### src/rtl/nic_pkg.sv
package nic_pkg;
    typedef enum logic {
        S_QUIET  = 1'b0,
        S_RAISED = 1'b1
    } irq_state_t;

    localparam logic [1:0] A_REQLVL = 2'd0;
    localparam logic [1:0] A_INTNUM = 2'd1;
    localparam logic [1:0] A_INSVC  = 2'd2;
    localparam logic [1:0] A_FIQ    = 2'd3;
endpackage

### src/rtl/nic_arbiter.sv
module nic_arbiter #(
    parameter int NUM_SRC = 8,
    parameter int LVL_W   = 3,
    parameter int SRC_W   = 3
) (
    input  logic [NUM_SRC-1:0]       req,
    input  logic [NUM_SRC*LVL_W-1:0] lvl_cfg,
    output logic [LVL_W-1:0]         win_lvl,
    output logic [SRC_W-1:0]         win_idx
);
    logic [LVL_W-1:0] eff_lvl [NUM_SRC];

    // masked level per source: zero when not requesting
    for (genvar g = 0; g < NUM_SRC; g++) begin : g_mask
        assign eff_lvl[g] = req[g] ? lvl_cfg[g*LVL_W +: LVL_W] : '0;
    end

    // scan downward so an equal level at a lower index replaces the current pick
    always_comb begin
        win_lvl = '0;
        win_idx = '0;
        for (int i = NUM_SRC - 1; i >= 0; i--) begin
            if (eff_lvl[i] != '0 && eff_lvl[i] >= win_lvl) begin
                win_lvl = eff_lvl[i];
                win_idx = SRC_W'(i);
            end
        end
    end
endmodule

### src/rtl/nic_level_track.sv
module nic_level_track #(
    parameter int LVL_W   = 3,
    parameter int NUM_LVL = 8
) (
    input  logic               clk,
    input  logic               rst,
    input  logic               set_en,
    input  logic [LVL_W-1:0]   set_lvl,
    input  logic               clr_top,
    output logic [NUM_LVL-1:0] busy_map,
    output logic [LVL_W-1:0]   busy_top
);
    logic [NUM_LVL-1:0] set_oh;
    logic [NUM_LVL-1:0] top_oh;

    always_comb begin
        busy_top = '0;
        for (int i = 1; i < NUM_LVL; i++) begin
            if (busy_map[i]) busy_top = LVL_W'(i);
        end
    end

    assign set_oh = (set_lvl != '0) ? (NUM_LVL'(1) << set_lvl) : '0;
    assign top_oh = (busy_top != '0) ? (NUM_LVL'(1) << busy_top) : '0;

    always_ff @(posedge clk) begin
        if (rst) begin
            busy_map <= '0;
        end else if (set_en) begin
            busy_map <= busy_map | set_oh;
        end else if (clr_top) begin
            busy_map <= busy_map & ~top_oh;
        end
    end
endmodule

### src/rtl/nic_fiq.sv
module nic_fiq (
    input  logic clk,
    input  logic rst,
    input  logic fiq_in,
    input  logic clr,
    output logic flag
);
    logic fiq_d;
    logic rise;

    assign rise = fiq_in && !fiq_d;

    // a fresh edge outranks a clear in the same cycle
    always_ff @(posedge clk) begin
        if (rst) begin
            fiq_d <= 1'b0;
            flag  <= 1'b0;
        end else begin
            fiq_d <= fiq_in;
            if (rise)     flag <= 1'b1;
            else if (clr) flag <= 1'b0;
        end
    end
endmodule

### src/rtl/nest_irq_ctrl.sv
module nest_irq_ctrl
    import nic_pkg::*;
#(
    parameter int NUM_SRC = 8,
    parameter int LVL_W   = 3,
    parameter int DATA_W  = 8
) (
    input  logic                     clk,
    input  logic                     rst,
    input  logic [NUM_SRC-1:0]       irq_src,
    input  logic [NUM_SRC*LVL_W-1:0] irq_lvl_cfg,
    input  logic                     fiq_src,
    input  logic [1:0]               bus_addr,
    input  logic                     bus_rd,
    input  logic                     bus_wr,
    input  logic [DATA_W-1:0]        bus_wdata,
    output logic [DATA_W-1:0]        bus_rdata,
    output logic                     n_irq,
    output logic                     n_fiq
);
    localparam int NUM_LVL = 1 << LVL_W;
    localparam int SRC_W   = (NUM_SRC > 1) ? $clog2(NUM_SRC) : 1;

    logic [LVL_W-1:0]   win_lvl;
    logic [SRC_W-1:0]   win_idx;
    logic [NUM_LVL-1:0] busy_map;
    logic [LVL_W-1:0]   busy_top;
    logic [LVL_W-1:0]   req_lvl_q;
    logic [SRC_W-1:0]   src_num_q;
    logic               fiq_flag;
    irq_state_t         state_q, state_d;

    logic eligible, ack, end_svc, fiq_clr;

    assign eligible = (win_lvl > busy_top);
    assign ack      = bus_rd && (bus_addr == A_INTNUM) && (state_q == S_RAISED);
    assign end_svc  = bus_wr && (bus_addr == A_INSVC);
    assign fiq_clr  = bus_wr && (bus_addr == A_FIQ) && !bus_wdata[0];

    nic_arbiter #(.NUM_SRC(NUM_SRC), .LVL_W(LVL_W), .SRC_W(SRC_W)) u_arb (
        .req     (irq_src),
        .lvl_cfg (irq_lvl_cfg),
        .win_lvl (win_lvl),
        .win_idx (win_idx)
    );

    nic_level_track #(.LVL_W(LVL_W), .NUM_LVL(NUM_LVL)) u_track (
        .clk      (clk),
        .rst      (rst),
        .set_en   (ack),
        .set_lvl  (req_lvl_q),
        .clr_top  (end_svc),
        .busy_map (busy_map),
        .busy_top (busy_top)
    );

    nic_fiq u_fiq (
        .clk    (clk),
        .rst    (rst),
        .fiq_in (fiq_src),
        .clr    (fiq_clr),
        .flag   (fiq_flag)
    );

    // next state
    always_comb begin
        state_d = state_q;
        unique case (state_q)
            S_QUIET:  state_d = eligible ? S_RAISED : S_QUIET;
            S_RAISED: begin
                if (ack)           state_d = S_QUIET;
                else if (!eligible) state_d = S_QUIET;
                else               state_d = S_RAISED;
            end
        endcase
    end

    // state register
    always_ff @(posedge clk) begin
        if (rst) state_q <= S_QUIET;
        else     state_q <= state_d;
    end

    // registered outputs of the sequencer
    always_ff @(posedge clk) begin
        if (rst) begin
            req_lvl_q <= '0;
            src_num_q <= '0;
        end else begin
            unique case (state_q)
                S_QUIET: begin
                    if (eligible) begin
                        req_lvl_q <= win_lvl;
                        src_num_q <= win_idx;
                    end
                end
                S_RAISED: begin
                    if (ack || !eligible) begin
                        req_lvl_q <= '0;
                    end else begin
                        req_lvl_q <= win_lvl;
                        src_num_q <= win_idx;
                    end
                end
            endcase
        end
    end

    assign n_irq = (state_q != S_RAISED);
    assign n_fiq = !fiq_flag;

    always_comb begin
        unique case (bus_addr)
            A_REQLVL: bus_rdata = DATA_W'(req_lvl_q);
            A_INTNUM: bus_rdata = DATA_W'(src_num_q);
            A_INSVC:  bus_rdata = DATA_W'(busy_map);
            A_FIQ:    bus_rdata = DATA_W'(fiq_flag);
        endcase
    end
endmodule

### config.mk
export PLATFORM = sky130hd
export DESIGN_NAME = nest_irq_ctrl
export DESIGN_NICKNAME = d
export VERILOG_FILES = /design/src/rtl/nic_pkg.sv /design/src/rtl/nic_arbiter.sv /design/src/rtl/nic_level_track.sv /design/src/rtl/nic_fiq.sv /design/src/rtl/nest_irq_ctrl.sv
export SDC_FILE = /design/constraint.sdc
export NUM_CORES = 1
export LEC_CHECK = 0
export ABC_AREA = 1
export CAP_MARGIN = 0
export CORE_UTILIZATION = 40
export DETAILED_ROUTE_END_ITERATION = 12
export PLACE_DENSITY = 0.72
export SLEW_MARGIN = 10
export SYNTH_ARGS = -nofsm -noshare
export SYNTH_HDL_FRONTEND = slang
export SYNTH_SLANG_ARGS = --single-unit
### constraint.sdc
create_clock -name clk -period 9 [get_ports clk]
set_input_delay 1.35 -clock clk [delete_from_list [all_inputs] [get_ports clk]]
set_output_delay 1.35 -clock clk [all_outputs]
set_load 0.1 [all_outputs]
Yosys cells after proc, flatten, opt, wreduce, memory -nomap -nowiden
Cells that the tools add are included.
{"block": "totals", "latch_bits": 0, "memories": 0, "romBits": 0, "ff_bits": 17, "elab_cells": 106, "mem_bits_rw": 0, "in_bits": 47, "out_inout_bits": 10}
{"block": "op_classes", "n_shift": 2, "bitwise_logic": 4, "n_reduce_logical": 33, "mux": 47, "n_eq_ne": 5, "mul": 0, "addsub": 0, "magnitude_cmp": 9, "n_div": 0}
{"op": "3-bit 2-to-1 mux", "n": 32}
{"op": "8-bit 2-to-1 mux", "n": 4}
{"op": "8-bit case mux with 4 select lines", "n": 1}
{"op": "3-bit nonzero test", "n": 10}
{"op": "3-bit >= comparator", "n": 7}
{"op": "1-bit by 3-bit << shifter with 8-bit output (first input constant)", "n": 2}
{"op": "1-bit logical AND", "n": 14}
{"op": "3-bit case mux with 2 select lines", "n": 2}
{"op": "8-bit AND", "n": 1}
{"op": "8-bit inverter", "n": 1}
{"op": "8-bit bitwise OR", "n": 1}
{"op": "1-bit 2-to-1 mux", "n": 5}
{"op": "2-bit equality test (second input constant)", "n": 2}
{"op": "1-bit logical NOT", "n": 4}
{"op": "2-bit 2-to-1 mux", "n": 2}
{"op": "2-bit nonzero test", "n": 2}
{"op": "3-bit by 1-bit >= comparator with 1-bit output (second input constant)", "n": 1}
{"op": "3-bit > comparator", "n": 1}
{"op": "2-bit by 1-bit equality test with 1-bit output (second input constant)", "n": 1}
{"op": "2-bit logical NOT", "n": 1}
{"op": "2-bit by 1-bit inequality test with 1-bit output (second input constant)", "n": 1}
{"op": "2-bit inequality test (second input constant)", "n": 1}
{"op": "1-bit case mux with 2 select lines", "n": 1}
{"op": "2-bit AND reduction", "n": 1}
{"op": "2 further kinds", "n": 2}

Depth between registers and ports, before layout
Gate-level depths: netlist (run 1).
{"block": "logic_depth", "ltp_word": 30, "depth_mapped": 77, "mapped_depth_nobuf": 77}

Hierarchy
From an unflattened synthesis (run 1), not the netlist that was laid out.
{"block": "hier_totals", "cells_unflattened": 363, "hier_area_um2": 2094.5}
{"mod": "nic_arbiter", "cells_per_inst": 185, "area_per_inst_um2": 1018.5, "seq_area_each_um2": 0.0, "n_inst": 1}
{"mod": "nest_irq_ctrl", "cells_per_inst": 96, "area_per_inst_um2": 555.5, "seq_area_each_um2": 140.1, "n_inst": 1}
{"mod": "nic_level_track", "cells_per_inst": 72, "area_per_inst_um2": 442.9, "seq_area_each_um2": 160.2, "n_inst": 1}
{"mod": "nic_fiq", "cells_per_inst": 10, "area_per_inst_um2": 77.6, "seq_area_each_um2": 40.0, "n_inst": 1}

Least setup slack after synthesis (run 1)
Ideal clock, no wire load.
{"block": "synth_timing", "path_kind": "input port to flip-flop", "start": "in irq_src[7]", "end": "reg src_num_q[2]", "required_ns": 8.929, "path_stages": 70, "t_arrival_ns": 8.863, "setup_time_ns": 0.071, "n_path_buf": 0, "path_slack_ns": 0.067, "cell_sequence": "nand2_1 -> inv_1 -> ha_1 -> inv_1 -> nand2_1 -> nor2_1 -> nor2_1 -> nand2_1 -> nand2_2 -> nand2_4 -> o21ai_0 -> ha_1 -> inv_1 -> nand2_1 -> o21a_1 -> nand2_1 -> nand2_2 -> nand2_4 -> [... 34 more ...] -> nand2_4 -> nand2_4 -> nand2_2 -> and2_1 -> ha_1 -> nand2_1 -> o211ai_1 -> nand2_1 -> inv_1 -> nand2_1 -> and2_1 -> ha_1 -> nand2_1 -> o21ai_0 -> nand3_1 -> nor2_1 -> nand4_1 -> a21oi_1"}
{"block": "synth_between", "elab_chain_len": 30, "word_cells_on_any_way": 43, "classes_between": "order compare (9); eq/ne (2); mux (20); reduce/logical (12)"}
{"element": "start, declared", "line": "nest_irq_ctrl.sv:10", "text": "input logic [NUM_SRC-1:0] irq_src,"}
{"element": "3-bit 2-to-1 mux (*)", "line": "nic_arbiter.sv:15", "text": "assign eff_lvl[g] = req[g] ? lvl_cfg[g*LVL_W +: LVL_W] : '0;"}
{"element": "3-bit by 1-bit >= comparator with 1-bit output / 3-bit nonzero test (equally long branches)", "line": "nic_arbiter.sv:23", "text": "if (eff_lvl[i] != '0 && eff_lvl[i] >= win_lvl) begin"}
{"element": "1-bit logical AND", "line": "nic_arbiter.sv:23"}
{"element": "3-bit 2-to-1 mux", "line": "nic_arbiter.sv:23"}
{"element": "3-bit >= comparator", "line": "nic_arbiter.sv:23"}
{"element": "1-bit logical AND", "line": "nic_arbiter.sv:23"}
{"element": "3-bit 2-to-1 mux", "line": "nic_arbiter.sv:23"}
{"element": "3-bit >= comparator", "line": "nic_arbiter.sv:23"}
{"element": "[... 14 more ...]"}
{"element": "3-bit >= comparator", "line": "nic_arbiter.sv:23"}
{"element": "1-bit logical AND", "line": "nic_arbiter.sv:23"}
{"element": "3-bit 2-to-1 mux", "line": "nic_arbiter.sv:23"}
{"element": "3-bit > comparator", "line": "nest_irq_ctrl.sv:35", "text": "assign eligible = (win_lvl > busy_top);"}
{"element": "1-bit logical NOT", "line": "nest_irq_ctrl.sv:98", "text": "if (ack || !eligible) begin"}
{"element": "1-bit logical OR", "line": "nest_irq_ctrl.sv:98"}
{"element": "2-bit inequality test (no line)"}
{"element": "2-bit AND reduction (no line)"}
{"element": "end signal, assigned", "line": "nest_irq_ctrl.sv:94", "text": "src_num_q <= win_idx;"}
{"element": "end signal, assigned", "line": "nest_irq_ctrl.sv:102", "text": "src_num_q <= win_idx;"}
{"element": "end, declared", "line": "nest_irq_ctrl.sv:29", "text": "logic [SRC_W-1:0] src_num_q;"}
Every way passes the cells marked *; elsewhere a longest branch is shown, timed or not. The select of a mux whose other input is x is not followed.
A chain may end at the register's enable or synchronous reset.

Worst setup path after layout (run 1)
{"block": "layout_timing", "start": "in irq_lvl_cfg[21]", "end": "reg src_num_q[2]"}
{"block": "layout_between", "elab_chain_len": 30, "word_cells_on_any_way": 43, "classes_between": "order compare (9); eq/ne (2); mux (20); reduce/logical (12)"}
{"element": "start, declared", "line": "nest_irq_ctrl.sv:11", "text": "input logic [NUM_SRC*LVL_W-1:0] irq_lvl_cfg,"}
{"element": "3-bit 2-to-1 mux (*)", "line": "nic_arbiter.sv:15"}
{"element": "3-bit by 1-bit >= comparator with 1-bit output / 3-bit nonzero test (equally long branches)", "line": "nic_arbiter.sv:23"}
{"element": "1-bit logical AND", "line": "nic_arbiter.sv:23"}
{"element": "3-bit 2-to-1 mux", "line": "nic_arbiter.sv:23"}
{"element": "3-bit >= comparator", "line": "nic_arbiter.sv:23"}
{"element": "1-bit logical AND", "line": "nic_arbiter.sv:23"}
{"element": "3-bit 2-to-1 mux", "line": "nic_arbiter.sv:23"}
{"element": "3-bit >= comparator", "line": "nic_arbiter.sv:23"}
{"element": "[... 14 more ...]"}
{"element": "3-bit >= comparator", "line": "nic_arbiter.sv:23"}
{"element": "1-bit logical AND", "line": "nic_arbiter.sv:23"}
{"element": "3-bit 2-to-1 mux", "line": "nic_arbiter.sv:23"}
{"element": "3-bit > comparator", "line": "nest_irq_ctrl.sv:35"}
{"element": "1-bit logical NOT", "line": "nest_irq_ctrl.sv:98"}
{"element": "1-bit logical OR", "line": "nest_irq_ctrl.sv:98"}
{"element": "2-bit inequality test (no line)"}
{"element": "2-bit AND reduction (no line)"}
Marks and branches as above.

==> results of run 1 <==
==> cells by family after synthesis <==
family	count (synthesis)
simple gates	190
buf+inv	57
compound gates	40
fa+ha+maj	18
flops	17
==> cell type report <==
type	instances	area [um2]
Clock buffer	3	41.3
Clock inverter	1	5.00
Fill cell	406	1490
Inverter	55	209
Multi-Input combinational cell	248	1650
Sequential cell	17	340
Tap cell	67	83.8
Timing Repair Buffer	102	900
==> worst min path at each step <==
stage | slack [ns] | endpoint | start
CTS | 0.43 | u_fiq.flag$_SDFFE_PP0P_ | u_fiq.fiq_d$_SDFF_PP0_
global placement | 0.41 | u_fiq.flag$_SDFFE_PP0P_ | u_fiq.fiq_d$_SDFF_PP0_
floorplan | 0.41 | u_fiq.flag$_SDFFE_PP0P_ | u_fiq.fiq_d$_SDFF_PP0_
detailed placement | 0.42 | u_fiq.flag$_SDFFE_PP0P_ | u_fiq.fiq_d$_SDFF_PP0_
global route | 0.44 | u_fiq.flag$_SDFFE_PP0P_ | u_fiq.fiq_d$_SDFF_PP0_
finish | 0.43 | u_fiq.flag$_SDFFE_PP0P_ | u_fiq.fiq_d$_SDFF_PP0_
==> metal layers <==
layer	GRT usage	up-vias	part of all wire
met5	0	-	0
met4	0.0610	0	0.015
met3	0.0222	8	0.021
met2	0.366	38	0.56
met1	0.219	1024	0.41
li1	-	1254	-
==> flip-flops by register name (all words and copies together), names as in the netlist <==
register,count
req_lvl_q,3
u_track.busy_map,8
src_num_q,3
u_fiq.flag,1
u_fiq.fiq_d,1
state_q,1
==> Yosys cell counts <==
cell type  count
nand2_1       95
inv_1         55
nand3_1       29
nor2_1        21
ha_1          18
dfxtp_1       17
o21ai_0       14
nand2_2       13
nand2_4       11
a21oi_1        9
nand3_2        7
nand4_1        6
o21a_1         5
and2_1         4
o211ai_1       3
a221oi_1       2
clkbuf_1       2
nor3_1         2
nor4_1         2
o21ai_1        2
a211oi_1       1
a31oi_1        1
o2111ai_1      1
o221ai_1       1
o22ai_1        1
==> power by group <==
part	internal, W	total [W]	switching (W)	leakage [nW]
Clock	0.0000308	0.0000572	0.0000264	0.0255
Sequential	0.0000868	0.0000956	0.00000881	0.139
Combinational	0.000370	0.000745	0.000374	1.51
Total	0.000488	0.000897	0.000410	1.68
==> per-stage QoR <==
step / setup WS [ns] / total power [W] / setup TNS, ns / instances / util
5_1_grt: -0.197 / 0.000970 / -0.929 / 493 / 0.684
6_report: 0.336 / 0.000897 / 0 / 493 / 0.684
3_5_place_dp: -1.02 / 0.000598 / -6.68 / 474 / 0.595
3_3_place_gp: -0.713 / 0.000584 / -4.56 / 474 / 0.595
4_1_cts: 0.00335 / 0.000727 / 0 / 483 / 0.630
2_1_floorplan: 0.0666 / 0.000421 / 0 / 322 / -
==> what timing repair did <==
action / 4_1_cts / 5_1_grt
resized for setup: 30 / 63
endpoints found under the setup margin: 7 / 7
setup buffers: 5 / 10
pin swaps: 23 / 58
==> impl_metrics.tcl, run 1 <==
set metrics [dict create \
    cp_slowest_cell "ha_4" \
    synth.area.mux_share 0 \
    gp_congestion 0.849 \
    drv_slew 0 \
    postRouteWirelength_mm 5.06 \
    status "completed" \
    ant_nets 0 \
    ys_types 25 \
    rsz0062_at_grt "true" \
    grt.overflow.total 0 \
    drtIter0Drc 128 \
    finClkSkew_ns 0.000759 \
    die-area_um2 5190 \
    most-common-layout-cells "72 x nand2_1, 52 x buf_4, 51 x inv_1" \
    wl_per_cell_um 10.3 \
    hp-class "flip-flop to flip-flop" \
    initial_core_util 0.415 \
    holdPathStages 1 \
    clockRootBuffer "clkbuf_8" \
    rows 25 \
    cts_max_path_buffers 2 \
    crit_path_end "src_num_q[2]$_SDFFE_PP0P_" \
    nets 492 \
    end_kind "flip-flop" \
    io_pins 57 \
    coreArea_um2 4720 \
    slew_headroom 0.351 \
    netlist_instances 322 \
    syn_avg_cell_area_um2 6.09 \
    die_w_um 72.0 \
    num_antenna_cells 0 \
    dr.pass1.iters 4 \
    cp-start-kind "primary input" \
    htreeDepth 1 \
    leakagePower_nw 1.68 \
    hold_buffers 0 \
    crit_required_ns 9.18 \
    vias_per_cell 4.71 \
    cp.arrival_ns 8.85 \
    setup_violations 0 \
    cts.sinks 17 \
    synth_top_family_by_area "simple AND/OR/NAND/NOR gates" \
    finalHoldWorstSlack_ns 0.431 \
    grt_pass1_vias 2091 \
    post-route-period-util 0.963 \
    path_buf_inv 9 \
    hpwl_mm 3.79 \
    synth_compound_area_frac 0.123 \
    min_period_ns 8.66 \
    clk_pin_slew_worst_paths_ns 0.06 \
    grt_max_degree 14 \
    synth-xor-area-share 0 \
    grt_usage 0.191 \
    grt_pass1_wl_mm 8.22 \
    r2r_cells 11 \
    syn_nets 387 \
    maxCapViolCount 0 \
    vias 2324 \
    worst_pin_slew_ns 0.970 \
    worst-path-max-fanout 4 \
    synth.area.top_cells "nand2_1 18%, dfxtp_1 17%, ha_1 11%, inv_1 11%, nand3_1 7.4%" \
    r2r_start "u_track.busy_map[2]$_SDFFE_PP0P_" \
    cpMostUsedCell "nand2_2" \
    cp_slowest_stage_delay_ns 0.29 \
    placed_cell_area_um2 2810 \
    r2r-end "src_num_q[2]$_SDFFE_PP0P_" \
    synth.ff_latch_count 17 \
    portBuffers 49 \
    drc 0 \
    yosys.area.top_type "nand2_1" \
    cts_tree "built" \
    yosys_warnings 0 \
    yosys.area_share.simple 0.480 \
    ys_seq_area_frac 0.174 \
    cpLargestDelayFamily "simple AND/OR/NAND/NOR gates" \
    area_delta_synth_final_pct 64.8 \
    final_area_um2 3230 \
    crit_cells 72 \
    critPathKind "primary input to flip-flop" \
    cts_made_buffers 3 \
    ir_drop_uv 161 \
    synthAdderAreaFrac 0.115 \
    r2r_slack_ns 6.98 \
    die_h_um 72.0 \
    clock_latency_ns 0.26 \
    timing.fmax_mhz 115 \
    synth_top_area_frac 0.182 \
    final_common_cell "nand2_1" \
    hold_violations 0 \
    antenna_found_initial 0 \
    drive_above_1_share 0.338 \
    powerDensity_nw_per_um2 278 \
    startpoint "irq_lvl_cfg[21]" \
    syn_area_um2 1960 \
]
No activity file was read; power rests on OpenSTA's default activity.
==> run 2, diff against run 1 <==
==> constraint.sdc (replaced) <==
create_clock -name clk -period 7 [get_ports clk]
set_input_delay 1.05 -clock clk [delete_from_list [all_inputs] [get_ports clk]]
set_output_delay 1.05 -clock clk [all_outputs]
set_load 0.1 [all_outputs]
==> run 2 against run 1 <==
Against the previous run:
- the run now ends with setup timing left
- critical path depth rose by 1
- combinational power rose by 45%
- clock power rose by 32%
- power rose by 43%
- clock skew rose by 0.0032 ns
- global-route usage rose by 3.3 points
- critical path type unchanged
==> impl_metrics.tcl, run 2 (synthesis gave the netlist of run 1 again) <==
set metrics [dict create \
    top_register "u_track.busy_map" \
    reg.largest.list "u_track.busy_map: 8 flops, req_lvl_q: 3 flops, src_num_q: 3 flops" \
    hp-class "flip-flop to flip-flop" \
    finalPower_w 0.00128 \
    cts_max_path_buffers 2 \
    die_w_um 72.0 \
    rows 25 \
    critPathKind "primary input to flip-flop" \
    cts_made_buffers 3 \
    vias 2493 \
    num_antenna_cells 0 \
    crit_required_ns 7.20 \
    coreArea_um2 4720 \
    vias_per_cell 4.82 \
    final.setup.tns_ns -9.25 \
    finClkSkew_ns 0.00397 \
    grt_pass1_wl_mm 9.60 \
    grt_usage 0.224 \
    dr.pass1.iters 4 \
    final_common_cell "buf_4" \
    end_kind "flip-flop" \
    maxCapViolCount 0 \
    seq_area_um2 340 \
    drv_slew 0 \
    drive_above_1_share 0.384 \
    r2r_start "u_track.busy_map[2]$_SDFFE_PP0P_" \
    grt.overflow.total 0 \
    postRouteWirelength_mm 5.66 \
    gp_congestion 0.811 \
    grt_pass1_vias 2488 \
    worst_pin_slew_ns 0.964 \
    path_buf_inv 10 \
    r2r_slack_ns 4.91 \
    hold_violations 0 \
    layout_setup_ws_ns -1.36 \
    violations "setup timing" \
    min_period_ns 8.36 \
    antenna_found_initial 0 \
    initial_core_util 0.415 \
    setup_violations 7 \
    hpwl_mm 4.05 \
    hp-start "u_fiq.fiq_d$_SDFF_PP0_" \
    grt_max_degree 14 \
    rsz0062_at_grt "true" \
    portBuffers 49 \
    wl_per_cell_um 11.0 \
    nets 516 \
    status "finished with violations" \
    die_h_um 72.0 \
    drc 0 \
    cpLargestDelayFamily "simple AND/OR/NAND/NOR gates" \
    most-common-layout-cells "75 x buf_4, 70 x nand2_1, 50 x inv_1" \
    preCtsSetupSlack_ns -2.18 \
    holdPathStages 1 \
    cpMostUsedCell "nand2_2" \
    timing.fmax_mhz 120 \
    post-route-period-util 1.19 \
    htreeDepth 1 \
    clockRootBuffer "clkbuf_8" \
    cp.arrival_ns 8.56 \
    largest_register_ff_count 8 \
    leakagePower_nw 1.77 \
    r2r_cells 12 \
    holdPathEnd "u_fiq.flag$_SDFFE_PP0P_" \
    clock_latency_ns 0.25 \
    final.fill_count 339 \
    multiInputGateArea_um2 1660 \
    ir_drop_uv 172 \
    ant_nets 0 \
    cp_slowest_cell "ha_1" \
    die-area_um2 5190 \
    area_delta_synth_final_pct 74.9 \
    drtIter0Drc 136 \
    clk_pin_slew_worst_paths_ns 0.07 \
    io_pins 57 \
    r2r-end "req_lvl_q[1]$_SDFFE_PP0P_" \
    worst-path-max-fanout 6 \
    slew_headroom 0.355 \
    cp_slowest_stage_delay_ns 0.28 \
    cts_tree "built" \
    cts.sinks 17 \
    powerDensity_nw_per_um2 374 \
    cp-start-kind "primary input" \
]
## run 2: changes by cell type in the layout (fill, tap and decap cells not counted), moves of 3 or more
cell / delta
nand2_2: +5
nand2_4: -4
o21ai_0: +3
nand3_1: -4
buf_4: +23
nand3_2: +4
## run 2: worst register-to-register path: cells and delay by family (launching register included)
family	cells	cell delay, ns
DFF	1	0.33
adders and majority gates	1	0.24
AOI/OAI and AO/OA	4	0.72
buffers and inverters	3	0.32
and+or+nand+nor	4	0.44
## run 2: stage by stage
step	instances	util	hold slack (ns)	cell area [um2]
2_1_floorplan	322	-	0.408	2040
3_3_place_gp	480	0.622	0.413	2940
3_5_place_dp	480	0.622	0.423	2940
4_1_cts	509	0.697	0.437	3290
5_1_grt	517	0.726	0.455	3430
6_report	517	0.726	0.435	3430
## run 2: report_power, final
group	internal [W]	switching [W]	total [W]
clock	0.0000395	0.0000361	0.0000756
sequential	0.000112	0.0000125	0.000124
combinational	0.000563	0.000518	0.00108
## run 2: worst max-delay path by stage
stage / start / end / slack, ns / depth (start not counted)
final: irq_lvl_cfg[21] / req_lvl_q[1]$_SDFFE_PP0P_ / -1.36 / 73
after global routing: irq_lvl_cfg[21] / req_lvl_q[1]$_SDFFE_PP0P_ / -1.93 / 73
after CTS: irq_src[7] / src_num_q[1]$_SDFFE_PP0P_ / -1.26 / 71
after detailed placement: irq_src[7] / req_lvl_q[1]$_SDFFE_PP0P_ / -2.18 / 68
after global placement: irq_src[7] / src_num_q[2]$_SDFFE_PP0P_ / -1.98 / 70
after floorplan: irq_src[7] / src_num_q[2]$_SDFFE_PP0P_ / -1.24 / 70
## run 2: layer usage
metal | global-route usage | part of all wire
met1 | 0.242 | 0.38
met2 | 0.451 | 0.56
met3 | 0.0278 | 0.038
met4 | 0.0654 | 0.025
met5 | 0 | 0
## run 2: layout make-up
| type | count | share of cell area |
|---|---|---|
| repair buffers | 126 | 0.316 |
| well taps | 67 | 0.0244 |
| flip-flops and latches | 17 | 0.0992 |
| inverters | 55 | 0.0617 |
| multi-input cells | 248 | 0.485 |
| clock buffers | 3 | 0.0120 |
| clock inverters | 1 | 0.00146 |
## run 2: what timing repair did
item	in CTS	in global routing
buffers inserted	25	8
hold buffers	0	0
gates cloned	0	0
resized for setup	50	22
setup endpoints to repair	7	7
pin swaps	55	54
hold endpoints to repair	0	0
==> run 3, diff against run 2 <==
--- a/config.mk
+++ b/config.mk
@@ -9,6 +9,7 @@
 export CAP_MARGIN = 0
 export CORE_UTILIZATION = 40
 export DETAILED_ROUTE_END_ITERATION = 12
+export GPL_ROUTABILITY_DRIVEN = 1
 export PLACE_DENSITY = 0.72
 export SLEW_MARGIN = 10
 export SYNTH_ARGS = -nofsm -noshare
==> results of run 3 <==
No change in the layout: final DEF, timing and power equal those of run 2.
